--- config.mk ---
export PLATFORM = sky130hd
export DESIGN_NAME = burst_seq
export DESIGN_NICKNAME = d
export VERILOG_FILES = /design/src/rtl/burst_seq_pkg.sv /design/src/rtl/burst_store.sv /design/src/rtl/burst_bound.sv /design/src/rtl/burst_ctrl.sv /design/src/rtl/burst_seq.sv
export SDC_FILE = /design/constraint.sdc
export NUM_CORES = 1
export LEC_CHECK = 0
export BUFFER_PORTS_ARGS = -buffer_cell sky130_fd_sc_hd__buf_2
export CAP_MARGIN = 0
export CORE_UTILIZATION = 53
export DETAILED_ROUTE_END_ITERATION = 8
export MAX_ROUTING_LAYER = met4
export PLACE_DENSITY = 0.78
export SLEW_MARGIN = 30
export SYNTH_ARGS = -nofsm -noshare
export SYNTH_HDL_FRONTEND = slang
export SYNTH_SLANG_ARGS = --single-unit
--- constraint.sdc ---
create_clock -name clk -period 3 [get_ports clk]
set_input_delay 0.3 -clock clk [delete_from_list [all_inputs] [get_ports clk]]
set_output_delay 0.3 -clock clk [all_outputs]
set_load 0.005 [all_outputs]
--- src/rtl/burst_seq_pkg.sv ---
package burst_seq_pkg;
   typedef enum logic [1:0] {
      ST_IDLE,
      ST_ACCESS,
      ST_BURST,
      ST_GAP
   } seq_state_t;
endpackage

--- src/rtl/burst_store.sv ---
module burst_store #(
   parameter int          AW      = 12,
   parameter int          DW      = 16,
   parameter logic [DW-1:0] PATTERN = '0
) (
   input  logic [AW-1:0] addr,
   output logic [DW-1:0] word
);
   generate
      if (DW > AW) begin : g_wide
         assign word = {{(DW-AW){1'b0}}, addr} ^ PATTERN;
      end else if (DW == AW) begin : g_equal
         assign word = addr ^ PATTERN;
      end else begin : g_narrow
         assign word = addr[DW-1:0] ^ PATTERN;
      end
   endgenerate
endmodule

--- src/rtl/burst_bound.sv ---
module burst_bound #(
   parameter int SEG_BITS = 6,
   parameter int SPAN     = 1
) (
   input  logic [SEG_BITS-1:0] low_bits,
   output logic                hit
);
   localparam logic [SEG_BITS-1:0] FIRST = SEG_BITS'((1 << SEG_BITS) - SPAN);

   if (SPAN < 1 || SPAN > (1 << SEG_BITS)) begin : g_bad_span
      $error("burst_bound: SPAN out of range");
   end

   assign hit = (low_bits >= FIRST);
endmodule

--- src/rtl/burst_ctrl.sv ---
module burst_ctrl
   import burst_seq_pkg::*;
#(
   parameter int AW       = 12,
   parameter int DW       = 16,
   parameter int LAT      = 4,
   parameter int GAP      = 2,
   parameter int SEG_BITS = 6
) (
   input  logic          clk,
   input  logic          rst,
   input  logic          adv_n,
   input  logic [AW-1:0] addr_in,
   input  logic          at_edge,
   input  logic          start_skip,
   input  logic [DW-1:0] word,
   output logic [AW-1:0] ptr,
   output logic [AW-1:0] look_addr,
   output logic [DW-1:0] data,
   output logic          valid,
   output logic          valid_nxt
);
   localparam int CMAX = (LAT > GAP) ? LAT : GAP;
   localparam int CW   = $clog2(CMAX + 1);

   seq_state_t    state;
   logic [CW-1:0] cnt;
   logic          skip;
   logic          take_gap;

   assign take_gap  = at_edge && !skip;
   assign look_addr = (state == ST_BURST) ? ptr + 1'b1 : ptr;

   always_comb begin
      valid_nxt = 1'b0;
      if (!rst && adv_n) begin
         unique case (state)
            ST_ACCESS: valid_nxt = (cnt == '0);
            ST_BURST:  valid_nxt = !take_gap;
            ST_GAP:    valid_nxt = (cnt == '0);
            default:   valid_nxt = 1'b0;
         endcase
      end
   end

   always_ff @(posedge clk) begin
      if (rst) begin
         state <= ST_IDLE;
         ptr   <= '0;
         cnt   <= '0;
         skip  <= 1'b0;
         valid <= 1'b0;
         data  <= '0;
      end else if (!adv_n) begin
         state <= ST_ACCESS;
         ptr   <= addr_in;
         cnt   <= CW'(LAT - 1);
         skip  <= start_skip;
         valid <= 1'b0;
      end else begin
         unique case (state)
            ST_ACCESS, ST_GAP: begin
               if (cnt == '0) begin
                  valid <= 1'b1;
                  data  <= word;
                  state <= ST_BURST;
               end else begin
                  cnt   <= cnt - 1'b1;
                  valid <= 1'b0;
               end
            end
            ST_BURST: begin
               ptr <= ptr + 1'b1;
               if (at_edge) skip <= 1'b0;
               if (take_gap) begin
                  valid <= 1'b0;
                  cnt   <= CW'(GAP - 1);
                  state <= ST_GAP;
               end else begin
                  valid <= 1'b1;
                  data  <= word;
               end
            end
            default: valid <= 1'b0;
         endcase
      end
   end

   // reset clears outputs and counter
   a_r1_reset_state: assert property (@(posedge clk)
      rst |=> (!valid && ptr == '0 && data == '0));

   // back-to-back words come from consecutive addresses
   a_r3_contiguous: assert property (@(posedge clk) disable iff (rst)
      (valid && $past(valid) && $past(adv_n)) |-> (ptr == AW'($past(ptr) + 1'b1)));

   // wait cycles only occur at the start of a segment
   a_r4_gap_at_segment: assert property (@(posedge clk) disable iff (rst)
      (state == ST_GAP) |-> (ptr[SEG_BITS-1:0] == '0));

   // strobe aborts the burst
   a_r9_abort: assert property (@(posedge clk) disable iff (rst)
      !adv_n |=> (!valid && state == ST_ACCESS && ptr == $past(addr_in)));

   // data is held while not valid
   a_r10_hold: assert property (@(posedge clk) disable iff (rst)
      !valid |-> $stable(data));
endmodule

--- src/rtl/burst_seq.sv ---
module burst_seq #(
   parameter int          AW       = 12,
   parameter int          DW       = 16,
   parameter int          LAT      = 4,
   parameter int          GAP      = 2,
   parameter int          SEG_BITS = 6,
   parameter logic [DW-1:0] PATTERN  = DW'(16'hA5C3)
) (
   input  logic          clk,
   input  logic          rst,
   input  logic          adv_n,
   input  logic [AW-1:0] addr_in,
   input  logic          rdy_early,
   output logic [DW-1:0] data_out,
   output logic          data_valid,
   output logic          ready
);
   if (LAT < 1)                     begin : g_bad_lat  $error("burst_seq: LAT must be >= 1"); end
   if (GAP < 1)                     begin : g_bad_gap  $error("burst_seq: GAP must be >= 1"); end
   if (SEG_BITS < 2 || SEG_BITS >= AW) begin : g_bad_seg  $error("burst_seq: SEG_BITS out of range"); end

   logic [AW-1:0] ptr;
   logic [AW-1:0] look_addr;
   logic [DW-1:0] word;
   logic          at_edge;
   logic          start_skip;
   logic          valid_nxt;

   burst_store #(.AW(AW), .DW(DW), .PATTERN(PATTERN)) store_i (
      .addr (look_addr),
      .word (word)
   );

   burst_bound #(.SEG_BITS(SEG_BITS), .SPAN(1)) edge_i (
      .low_bits (ptr[SEG_BITS-1:0]),
      .hit      (at_edge)
   );

   burst_bound #(.SEG_BITS(SEG_BITS), .SPAN(2)) near_i (
      .low_bits (addr_in[SEG_BITS-1:0]),
      .hit      (start_skip)
   );

   burst_ctrl #(
      .AW(AW), .DW(DW), .LAT(LAT), .GAP(GAP), .SEG_BITS(SEG_BITS)
   ) ctrl_i (
      .clk        (clk),
      .rst        (rst),
      .adv_n      (adv_n),
      .addr_in    (addr_in),
      .at_edge    (at_edge),
      .start_skip (start_skip),
      .word       (word),
      .ptr        (ptr),
      .look_addr  (look_addr),
      .data       (data_out),
      .valid      (data_valid),
      .valid_nxt  (valid_nxt)
   );

   assign ready = rdy_early ? valid_nxt : data_valid;

   // same-cycle ready mirrors valid
   a_r7_ready_same: assert property (@(posedge clk) disable iff (rst)
      !rdy_early |-> (ready == data_valid));

   // early ready is followed by valid data
   a_r8_ready_lead: assert property (@(posedge clk) disable iff (rst)
      (rdy_early && ready && adv_n) |=> data_valid);
endmodule

### Yosys cells after proc, flatten, opt, wreduce, memory -nomap -nowiden

Index checks and enable logic that the tools add are counted.

| word-level totals | value |
|---|---|
| bits in registers | 35 |
| input port bits | 16 |
| output and inout port bits | 18 |

| operators by class | value |
|---|---|
| add/sub/neg operators | 2 |
| order comparisons | 2 |
| equal/unequal tests | 13 |
| multiplexer cells | 22 |
| bitwise operators | 2 |
| reductions and logical operators | 15 |

Operator list:

| operator | count |
|---|---|
| $mux 16 | 2 |
| $pmux 16 s2 | 1 |
| $mux 12 | 2 |
| $add 12x1->12 const B | 1 |
| $ge 6x6->1 const B | 2 |
| $reduce_and 3->1 | 4 |
| $ne 3x2->1 const B | 3 |
| $mux 1 | 8 |
| $ne 2x1->1 const B | 4 |
| $not 6->8 | 1 |
| $mux 2 | 3 |
| $mux 3 | 2 |
| $pmux 3 s2 | 1 |
| $eq 2x2->1 const B | 2 |
| $ne 2x2->1 const B | 2 |
| $pmux 1 s2 | 2 |
| $pmux 2 s2 | 1 |
| $reduce_and 4->1 | 1 |
| $reduce_or 2->1 | 2 |
| $logic_not 1->1 | 3 |
| $logic_not 3->1 | 1 |
| $ne 3x3->1 const B | 1 |
| $sub 3x1->3 const B | 1 |
| $eq 2x1->1 const B | 1 |
| other kinds (4) | 5 |

### Depth between registers and ports, before layout

Gate-level depths: netlist of run 1.

| logic depth | value |
|---|---|
| word-level depth | 6 |
| mapped depth | 8 |

### By module

From an unflattened synthesis of run 1, not the netlist that was laid out.

| unflattened totals | value |
|---|---|
| cell total of the unflattened synthesis | 219 |
| area, all modules | 1790.5 sq um |

By module, submodules not included:

| module | instances | cells an instance | area each (sq um) | sequential area each (sq um) |
|---|---|---|---|---|
| burst_ctrl | 1 | 194 | 1644.1 | 700.7 |
| burst_store | 1 | 18 | 105.1 | 0.0 |
| burst_seq | 1 | 1 | 15.0 | 0.0 |
| burst_bound (edge_i) | 1 | 3 | 13.8 | 0.0 |
| burst_bound (near_i) | 1 | 3 | 12.5 | 0.0 |

### Worst setup path after synthesis of run 1

No wires, ideal clock.

| path | value |
|---|---|
| path kind | reg-to-output |
| from | register ctrl_i.ptr[0] |
| to | output ready |
| data arrival time | 1423 ps |
| data required time | 2700 ps |
| path slack | 1277 ps |
| stages on the path, launching flop included | 7 |
| path through | dfxtp_1 -> ha_1 -> and3b_1 -> a221oi_2 -> and2_0 -> buf_2 -> mux2_2 |

| on the way | value |
|---|---|
| longest elaborated chain between the ends | 6 |

RTL lines:

| item | RTL line | source |
|---|---|---|
| start: declaration | burst_ctrl.sv:17 | `output logic [AW-1:0] ptr,` |
| start signal: assignment | burst_ctrl.sv:56 | `ptr <= addr_in;` |
| start signal: assignment | burst_ctrl.sv:73 | `ptr <= ptr + 1'b1;` |
| $ge 6x6->1 | burst_bound.sv:14 | `assign hit = (low_bits >= FIRST);` |
| $logic_and 1x1->1 | burst_ctrl.sv:31 | `assign take_gap = at_edge && !skip;` |
| $logic_not 1->1 | burst_ctrl.sv:39 | `ST_BURST: valid_nxt = !take_gap;` |
| $pmux 1 s2 | burst_ctrl.sv:37 | `unique case (state)` |
| $mux 1 | burst_ctrl.sv:36 | `if (!rst && adv_n) begin` |
| $mux 1 | burst_seq.sv:61 | `assign ready = rdy_early ? valid_nxt : data_valid;` |
| end: declaration | burst_seq.sv:16 | `output logic ready` |

Every way passes these cells.

### Worst setup path after layout of run 1

Same ends and word-level chain as after synthesis.

==> flow_summary.json, run 1 <==
{
  "area_growth_pct": 12.6,
  "static-leakage-power_nw": 0.718,
  "numCtsBuffers": 5,
  "antenna_left": 0,
  "critical_path_required_ns": 2.70,
  "finalSetupTns_ns": 0,
  "power_mw": 0.844,
  "post_route_cells_drive_above_1_share_pct": 28.5,
  "synthArstFlopShare_pct": 0,
  "final_common_cell": "dfxtp_1",
  "cts_resized": 0,
  "clk_pin_slew_ns": 0.10,
  "clkLatencyLatePin_ns": 0.34,
  "io_buffers": 31,
  "antenna_found_initial": 0,
  "synthTopCellsByArea": "dfxtp_1 (41%), a211oi_1 (5.3%), nor2_1 (4.8%), xnor2_1 (3.9%), a211oi_2 (3.2%)",
  "drtIter0Drc": 14,
  "place_area_mm2": 0.00169,
  "arrival_ns": 2.03,
  "slowest_stage": "dfxtp_1",
  "synthFlopType": "dfxtp_1",
  "cts_buffer_depth": 2,
  "synth-edff-count": 0,
  "worst_pin_slew_ns": 0.509,
  "diodes": 0,
  "setup_violations": 0,
  "wirelength_um": 3140,
  "worst_slack_ns": 0.672,
  "cts_tree": "yes",
  "fin_area_mm2": 0.00175,
  "hp-class": "in2reg",
  "ctsHoldBuffers": 0,
  "die_h_um": 56.2,
  "grt-ovfl-total": 0,
  "dp.final_hpwl_um": 2230,
  "max_cap_violations": 0,
  "endpoint_kind": "output pin",
  "syn_area_mm2": 0.00155,
  "cts.htree.levels": 2,
  "post_cts.repair.setup_buffers": 0,
  "synthCells": 163,
  "die_area_mm2": 0.00315,
  "ys_ff_latch": 32,
  "yosysUniqueCellTypes": 45,
  "dieWidth_um": 56.2,
  "synth.top_cell.area_share_pct": 41.2,
  "powerDensity_mw_per_mm2": 483,
  "crit_chain": "ha_1 > and3b_1 > a221oi_2 > and2_0 > mux2_2 > buf_2",
  "ir_drop_mv": 0.379,
  "start_util_pct": 56.4,
  "routedWlPerCell_um": 14.0,
  "vias": 1232,
  "slowest_delay_ns": 0.35,
  "pre_cts_ws_ns": 1.02,
  "rsz0062_at_grt": "no",
  "grt_pass1_wl_um": 5360,
  "coreArea_mm2": 0.00276,
  "numClockSinks": 32,
  "place.gp.congestion": 0.789,
  "final_cell_mix": "dfxtp_1 (32), buf_2 (31), nor2_1 (20)",
  "path_class": "reg2out",
  "grt_pass1_vias": 1224,
  "grt_max_degree": 30,
  "fillers": 252,
  "drc": 0,
  "status": "completed",
  "worst-path-max-fanout": 5,
  "synth_top_area_cell": "dfxtp_1",
  "synth.yosys.seq_area_share_pct": 41.2,
  "slew_viol_final": 0,
  "syn_avg_cell_area_um2": 9.53,
  "cp-start-kind": "register",
  "max_freq_mhz": 430,
  "fin_nets": 211,
  "relSlewSlack_pct": 66.1,
  "rows": 19,
  "finClkSkew_ns": 0.00653,
  "vias_per_cell": 5.50,
  "synth_warnings": 0,
  "io_pins": 34,
  "grt_use_total_pct": 23.1,
  "cts_root_buffer": "clkbuf_4",
  "timing.final.hold_violations": 0,
  "drtPass1Iterations": 2,
  "fin_crit_sh_pct": 77.6,
  "period_needed_ns": 2.33
}
where the power goes:
group / total [mW] / internal (mW) / switching, mW
combinational: 0.109 / 0.0500 / 0.0591
clock: 0.261 / 0.115 / 0.146
sequential: 0.474 / 0.450 / 0.0232
final timing paths:
check                      start             end  slack [ns]  cells past startpoint
setup / recovery   ctrl_i.ptr[0]           ready        0.67                      6
hold / removal        addr_in[7]   ctrl_i.ptr[7]        0.22                      3
setup reg to reg   ctrl_i.ptr[0]  ctrl_i.data[0]        1.22                      6
hold reg to reg   ctrl_i.data[7]  ctrl_i.data[7]        0.47                      2
critical path: cells and delay by family (launching register included):
| family | cells | cell delay [ns] |
|---|---|---|
| simple gates | 2 | 0.49 |
| flops | 1 | 0.35 |
| compound gates | 1 | 0.30 |
| fa+ha+maj | 1 | 0.25 |
| mux | 1 | 0.20 |
| buf+inv | 1 | 0.10 |
cell type report:
type / instances / area (µm²) / area share (%)
inverter: 7 / 26.3 / 1.50
sequential: 32 / 641 / 36.6
tap: 31 / 38.8 / 2.22
multi-input combinational: 113 / 815 / 46.6
clock buffer: 8 / 58.8 / 3.36
timing repair buffer: 33 / 170 / 9.73
kinds of logic after synthesis:
kind of cell               Yosys count  share of synthesized area, %
and+or+nand+nor                     57                          23.4
AOI/OAI and AO/OA                   37                          17.8
DFF                                 32                          41.2
buffers and inverters               19                          6.60
xor gates and xnor gates            10                          5.64
muxes                                4                          2.66
adders and majority gates            3                          2.42
other                                1                         0.241
cells in the mapped netlist (2+ instances only):
library cell,instances
a211oi_1,11
a211oi_2,4
a21oi_1,9
buf_4,4
buf_6,2
clkbuf_1,5
dfxtp_1,32
ha_1,3
inv_1,7
mux2i_1,3
nand2_1,9
nand2b_1,2
nand3_1,4
nand3b_1,2
nor2_1,20
nor3_1,2
nor4_2,3
o21ai_0,4
o2bb2ai_1,3
xnor2_1,7
xor2_1,3
metrics by stage:
| stage | std cells | hold WS [ns] | utilization (%) |
|---|---|---|---|
| global route | 224 | 0.217 | 63.4 |
| global placement | 216 | 0.448 | 61.3 |
| CTS | 224 | 0.208 | 63.4 |
| finish | 224 | 0.216 | 63.4 |
| floorplan | 164 | 0.365 | - |
| detailed placement | 216 | 0.456 | 61.3 |
routing by layer:
layer  vias up  global-route usage, %  wire (µm)
met5         -                      -          0
met2        29                   37.4       1530
met3         7                   7.21        166
li1        637                      -          -
met1       559                   26.3       1390
met4         0                   10.1         59
state kept, by name, indices dropped and copies added (netlist names):
signal / count
ctrl_i.cnt: 3
ctrl_i.data: 13
ctrl_i.ptr: 12
ctrl_i.skip: 1
ctrl_i.state: 2
ctrl_i.valid: 1
Power figures use the tool's default switching activity.
==> run 2: changes to the inputs <==
--- a/config.mk
+++ b/config.mk
@@ -7,10 +7,10 @@
 export LEC_CHECK = 0
 export BUFFER_PORTS_ARGS = -buffer_cell sky130_fd_sc_hd__buf_2
 export CAP_MARGIN = 0
-export CORE_UTILIZATION = 53
+export CORE_UTILIZATION = 48
 export DETAILED_ROUTE_END_ITERATION = 8
 export MAX_ROUTING_LAYER = met4
-export PLACE_DENSITY = 0.78
+export PLACE_DENSITY = 0.75
 export SLEW_MARGIN = 30
 export SYNTH_ARGS = -nofsm -noshare
 export SYNTH_HDL_FRONTEND = slang
==> constraint.sdc (replaced) <==
create_clock -name clk -period 1.94 [get_ports clk]
set_input_delay 0.194 -clock clk [delete_from_list [all_inputs] [get_ports clk]]
set_output_delay 0.194 -clock clk [all_outputs]
set_load 0.005 [all_outputs]
==> run 2 against run 1 <==
The run now ends with setup timing left. Final cell count is 16% higher. Critical path type unchanged. Total power rose by 73%. Combinational power grew 110%. Clock-buffer cell count decreased by 2.
==> flow_summary.json, run 2 (synthesis gave the netlist of run 1 again) <==
{
  "die_h_um": 58.9,
  "pre_cts_ws_ns": 0.160,
  "diodes": 0,
  "grt_max_degree": 29,
  "fin_crit_sh_pct": 102,
  "coreArea_mm2": 0.00305,
  "fillers": 258,
  "antenna_found_initial": 0,
  "dp.final_hpwl_um": 2310,
  "routedWlPerCell_um": 13.7,
  "hp-class": "in2reg",
  "startpoint": "ctrl_i.cnt[1]",
  "multiInputGateArea_um2": 850,
  "static-leakage-power_nw": 0.836,
  "endpoint_kind": "output pin",
  "arrival_ns": 1.79,
  "start_util_pct": 50.9,
  "dieWidth_um": 58.9,
  "fin_nets": 233,
  "reg2reg_slack_ns": 0.01,
  "place_area_mm2": 0.00174,
  "drtIter0Drc": 34,
  "powerDensity_mw_per_mm2": 733,
  "io_pins": 34,
  "max_cap_violations": 0,
  "rsz0062_at_grt": "yes",
  "place.gp.congestion": 0.795,
  "vias_per_cell": 5.29,
  "power_mw": 1.46,
  "largest_reg_flops": 13,
  "routed-wl-met2_um": 1650,
  "finClkSkew_ns": 0.0137,
  "worst_slack_ns": -0.0407,
  "fin_cells": 259,
  "io_buffers": 31,
  "period_needed_ns": 1.98,
  "post_route_cells_drive_above_1_share_pct": 40.9,
  "worst-path-max-fanout": 2,
  "status": "finished, violations left",
  "drc": 0,
  "clk_pin_slew_ns": 0.10,
  "ctsHoldBuffers": 0,
  "cts_buffer_depth": 2,
  "cp-start-kind": "register",
  "dpl.cell_count": 233,
  "wl_met3_um": 255,
  "cts.htree.levels": 2,
  "clkLatencyLatePin_ns": 0.34,
  "path_class": "reg2out",
  "setup_violations": 1,
  "grt_use_total_pct": 23.8,
  "drtPass1Iterations": 4,
  "slew_viol_final": 0,
  "timing.final.hold_violations": 0,
  "r2r_start": "ctrl_i.cnt[1]",
  "r2r-end": "ctrl_i.state[1]",
  "top_register": "ctrl_i.data",
  "crit_end": "ready",
  "fin_area_mm2": 0.00199,
  "routed.top_layer": "met4",
  "final_cell_mix": "buf_2 (30), dfxtp_1 (28), buf_4 (24)",
  "post-route-util_pct": 65.3,
  "area_growth_pct": 28.3,
  "max_freq_mhz": 505,
  "grt-ovfl-total": 0,
  "critical_path_required_ns": 1.75,
  "final_common_cell": "buf_2",
  "ff2ff_path_depth": 12,
  "violations": "setup timing",
  "vias": 1371,
  "seq_area_um2": 646,
  "antenna_left": 0,
  "grt_pass1_vias": 1294,
  "ir_drop_mv": 0.497,
  "numCtsBuffers": 5,
  "wirelength_um": 3560,
  "cts_root_buffer": "clkbuf_4",
  "reg_top3": "ctrl_i.data (13), ctrl_i.ptr (12), ctrl_i.cnt (3)",
  "m1WireLength_um": 1490,
  "grt_pass1_wl_um": 5870,
  "rows": 20,
  "numClockSinks": 32,
  "cts_tree": "yes",
  "die_area_mm2": 0.00347
}
run 2: stage by stage:
stage	TNS, ns	hold WS (ns)
2_1_floorplan	0	0.259
4_1_cts	-0.00771	0.103
6_report	-0.0407	0.110
5_1_grt	-0.0856	0.117
3_5_place_dp	0	0.458
3_3_place_gp	0	0.445
run 2: per-layer routing:
layer | vias to the layer above | global-route usage, %
li1 | 680 | -
met1 | 612 | 27.1
met2 | 63 | 37.0
met3 | 16 | 6.37
met4 | 0 | 15.3
met5 | - | -
run 2: critical path, cell delays in order, from the launching register on:
cell      delay (ns)
dfxtp_2         0.35
inv_2           0.08
ha_4            0.14
nand3b_1        0.13
a221oi_2        0.33
and2_4          0.20
mux2_4          0.14
buf_6           0.08
run 2: cell type report:
type,instances,area share [%]
repair buffers,55,17.1
multi-input cells,113,42.6
flip-flops and latches,32,32.4
inverters,7,1.32
clock inverters,2,1.76
well taps,44,2.76
clock buffers,6,2.07
run 2: worst min path at each step:
stage,startpoint,endpoint,depth (start not counted)
detailed placement,ctrl_i.data[10],ctrl_i.data[10],2
floorplan,rst,ctrl_i.data[2],1
CTS,addr_in[0],ctrl_i.ptr[0],3
global route,addr_in[0],ctrl_i.ptr[0],3
global placement,ctrl_i.data[8],ctrl_i.data[8],2
finish,addr_in[0],ctrl_i.ptr[0],3
run 2: timing repair:
| action | 4_1_cts | 5_1_grt |
|---|---|---|
| pin swaps | 3 | 1 |
| hold endpoints to repair | 0 | 0 |
| endpoints found under the setup margin | 1 | 2 |
| gates resized for setup | 13 | 2 |
| buffers inserted | 14 | 4 |
run 2: power breakdown:
| group | total, mW | switching [mW] | internal, mW | leakage [nW] |
|---|---|---|---|---|
| clock | 0.500 | 0.230 | 0.270 | 0.0422 |
| sequential | 0.732 | 0.0335 | 0.698 | 0.264 |
| combinational | 0.231 | 0.112 | 0.119 | 0.530 |
| total | 1.46 | 0.375 | 1.09 | 0.836 |
==> run 3: changes to the inputs <==
--- a/config.mk
+++ b/config.mk
@@ -5,12 +5,12 @@
 export SDC_FILE = /design/constraint.sdc
 export NUM_CORES = 1
 export LEC_CHECK = 0
-export BUFFER_PORTS_ARGS = -buffer_cell sky130_fd_sc_hd__buf_2
 export CAP_MARGIN = 0
-export CORE_UTILIZATION = 48
+export CORE_UTILIZATION = 53
 export DETAILED_ROUTE_END_ITERATION = 8
+export DONT_BUFFER_PORTS = 1
 export MAX_ROUTING_LAYER = met4
-export PLACE_DENSITY = 0.75
+export PLACE_DENSITY = 0.71
 export SLEW_MARGIN = 30
 export SYNTH_ARGS = -nofsm -noshare
 export SYNTH_HDL_FRONTEND = slang
==> run 3 against run 2 <==
The run now ends clean. Sequential power is 1% higher. Clock skew is 0.0026 ns lower. Total power is 0.17% lower. Die area is 9.1% lower. Clock-buffer cell count is 1 higher. Worst hold slack worse by 0.097 ns. Design area is 12% lower. Utilization is 1.9 points lower. Critical path depth is 2 lower.
==> flow_summary.json, run 3 (synthesis gave the netlist of run 1 again) <==
{
  "worst_pin_slew_ns": 0.934,
  "routedWlPerCell_um": 16.4,
  "coreArea_mm2": 0.00276,
  "area_growth_pct": 12.6,
  "pre_cts_ws_ns": 0.184,
  "io_buffers": 0,
  "relSlewSlack_pct": 37.6,
  "numCtsBuffers": 5,
  "io_pins": 34,
  "timing.final.hold_violations": 0,
  "vias": 1210,
  "antenna_left": 0,
  "cp-start-kind": "register",
  "grt_pass1_wl_um": 5330,
  "cts_root_buffer": "clkbuf_4",
  "worst_slack_ns": 0.0797,
  "powerDensity_mw_per_mm2": 835,
  "whs_path_depth": 2,
  "finClkSkew_ns": 0.0111,
  "static-leakage-power_nw": 0.645,
  "largest_reg_flops": 13,
  "fillers": 242,
  "grt-ovfl-total": 0,
  "cts.htree.levels": 2,
  "top_register": "ctrl_i.data",
  "grt_use_total_pct": 22.8,
  "final_common_cell": "dfxtp_1",
  "arrival_ns": 1.67,
  "vias_per_cell": 5.96,
  "numClockSinks": 32,
  "worst-path-max-fanout": 4,
  "dp.final_hpwl_um": 2180,
  "fin_crit_sh_pct": 95.9,
  "cts_tree": "yes",
  "wirelength_um": 3330,
  "fin_nets": 190,
  "drc": 0,
  "ir_drop_mv": 0.765,
  "hp-class": "in2reg",
  "diodes": 0,
  "reg_top3": "ctrl_i.data (13), ctrl_i.ptr (12), ctrl_i.cnt (3)",
  "ff2ff_path_depth": 7,
  "slew_viol_final": 0,
  "status": "completed",
  "dieWidth_um": 56.2,
  "rsz0062_at_grt": "yes",
  "rows": 19,
  "critical_path_required_ns": 1.75,
  "clkLatencyLatePin_ns": 0.33,
  "clk_pin_slew_ns": 0.10,
  "cts_buffer_depth": 2,
  "drtIter0Drc": 25,
  "path_class": "reg2out",
  "max_freq_mhz": 538,
  "endpoint_kind": "output pin",
  "drtPass1Iterations": 4,
  "dpl.cell_count": 187,
  "start_util_pct": 56.4,
  "post_route_cells_drive_above_1_share_pct": 25.0,
  "period_needed_ns": 1.86,
  "finalSetupTns_ns": 0,
  "grt_pass1_vias": 1212,
  "grt_max_degree": 23,
  "die_area_mm2": 0.00315,
  "place.gp.congestion": 0.806,
  "antenna_found_initial": 0,
  "die_h_um": 56.2,
  "setup_violations": 0,
  "multiInputGateArea_um2": 846,
  "seq_area_um2": 648,
  "max_cap_violations": 0,
  "final_cell_mix": "dfxtp_1 (28), nor2_1 (20), a211oi_1 (11)",
  "fin_cells": 203
}
run 3: cell type report:
| type | count | area share (%) |
|---|---|---|
| Multi-Input combinational cell | 113 | 48.4 |
| Sequential cell | 32 | 37.1 |
| Timing Repair Buffer | 12 | 5.44 |
| Clock buffer | 7 | 3.72 |
| Tap cell | 31 | 2.22 |
| Clock inverter | 1 | 1.72 |
| Inverter | 7 | 1.50 |
run 3: report_power, final:
part	switching, mW	total (mW)	leakage (nW)	internal, mW
sequential	0.0414	0.739	0.264	0.698
combinational	0.0845	0.161	0.329	0.0764
clock	0.218	0.560	0.0515	0.342
run 3: timing repair:
action                     in CTS  in global routing
hold buffers                    2                  0
pin swaps                       2                  4
hold endpoints to repair       24                  0
resized for setup               3                 11
setup buffers                   1                  5
setup endpoints to repair       1                  6
run 3: per-stage QoR:
step	utilization, %	total power [mW]	cell area (µm²)	hold WS, ns
after floorplan	-	0.865	1560	0.259
after detailed placement	56.2	0.875	1550	0.264
after CTS	60.8	1.45	1680	0.00513
after global placement	56.2	0.866	1550	0.262
final	63.4	1.46	1750	0.0133
after global routing	63.4	1.52	1750	0.0237
run 3: final timing paths:
| check | start | to | slack, ns |
|---|---|---|---|
| min reg2reg | ctrl_i.data[7] | ctrl_i.data[7] | 0.48 |
| max reg2reg | ctrl_i.ptr[1] | ctrl_i.data[0] | 0.14 |
| min | addr_in[5] | ctrl_i.skip | 0.01 |
| max | ctrl_i.ptr[1] | ready | 0.08 |
run 3: critical path, stage by stage (launching register included):
cell,delay [ns]
dfxtp_4,0.37
ha_4,0.17
and3b_1,0.17
a221oi_2,0.30
and2_4,0.20
mux2_4,0.14
run 3: routing by layer:
metal  part of all wire [%]  up-vias  global-route usage [%]
li1                       -      588                       -
met1                     45      561                    27.2
met2                     48       53                    36.1
met3                    6.0        8                    7.91
met4                    1.4        0                    7.32
met5                      0        -                       -
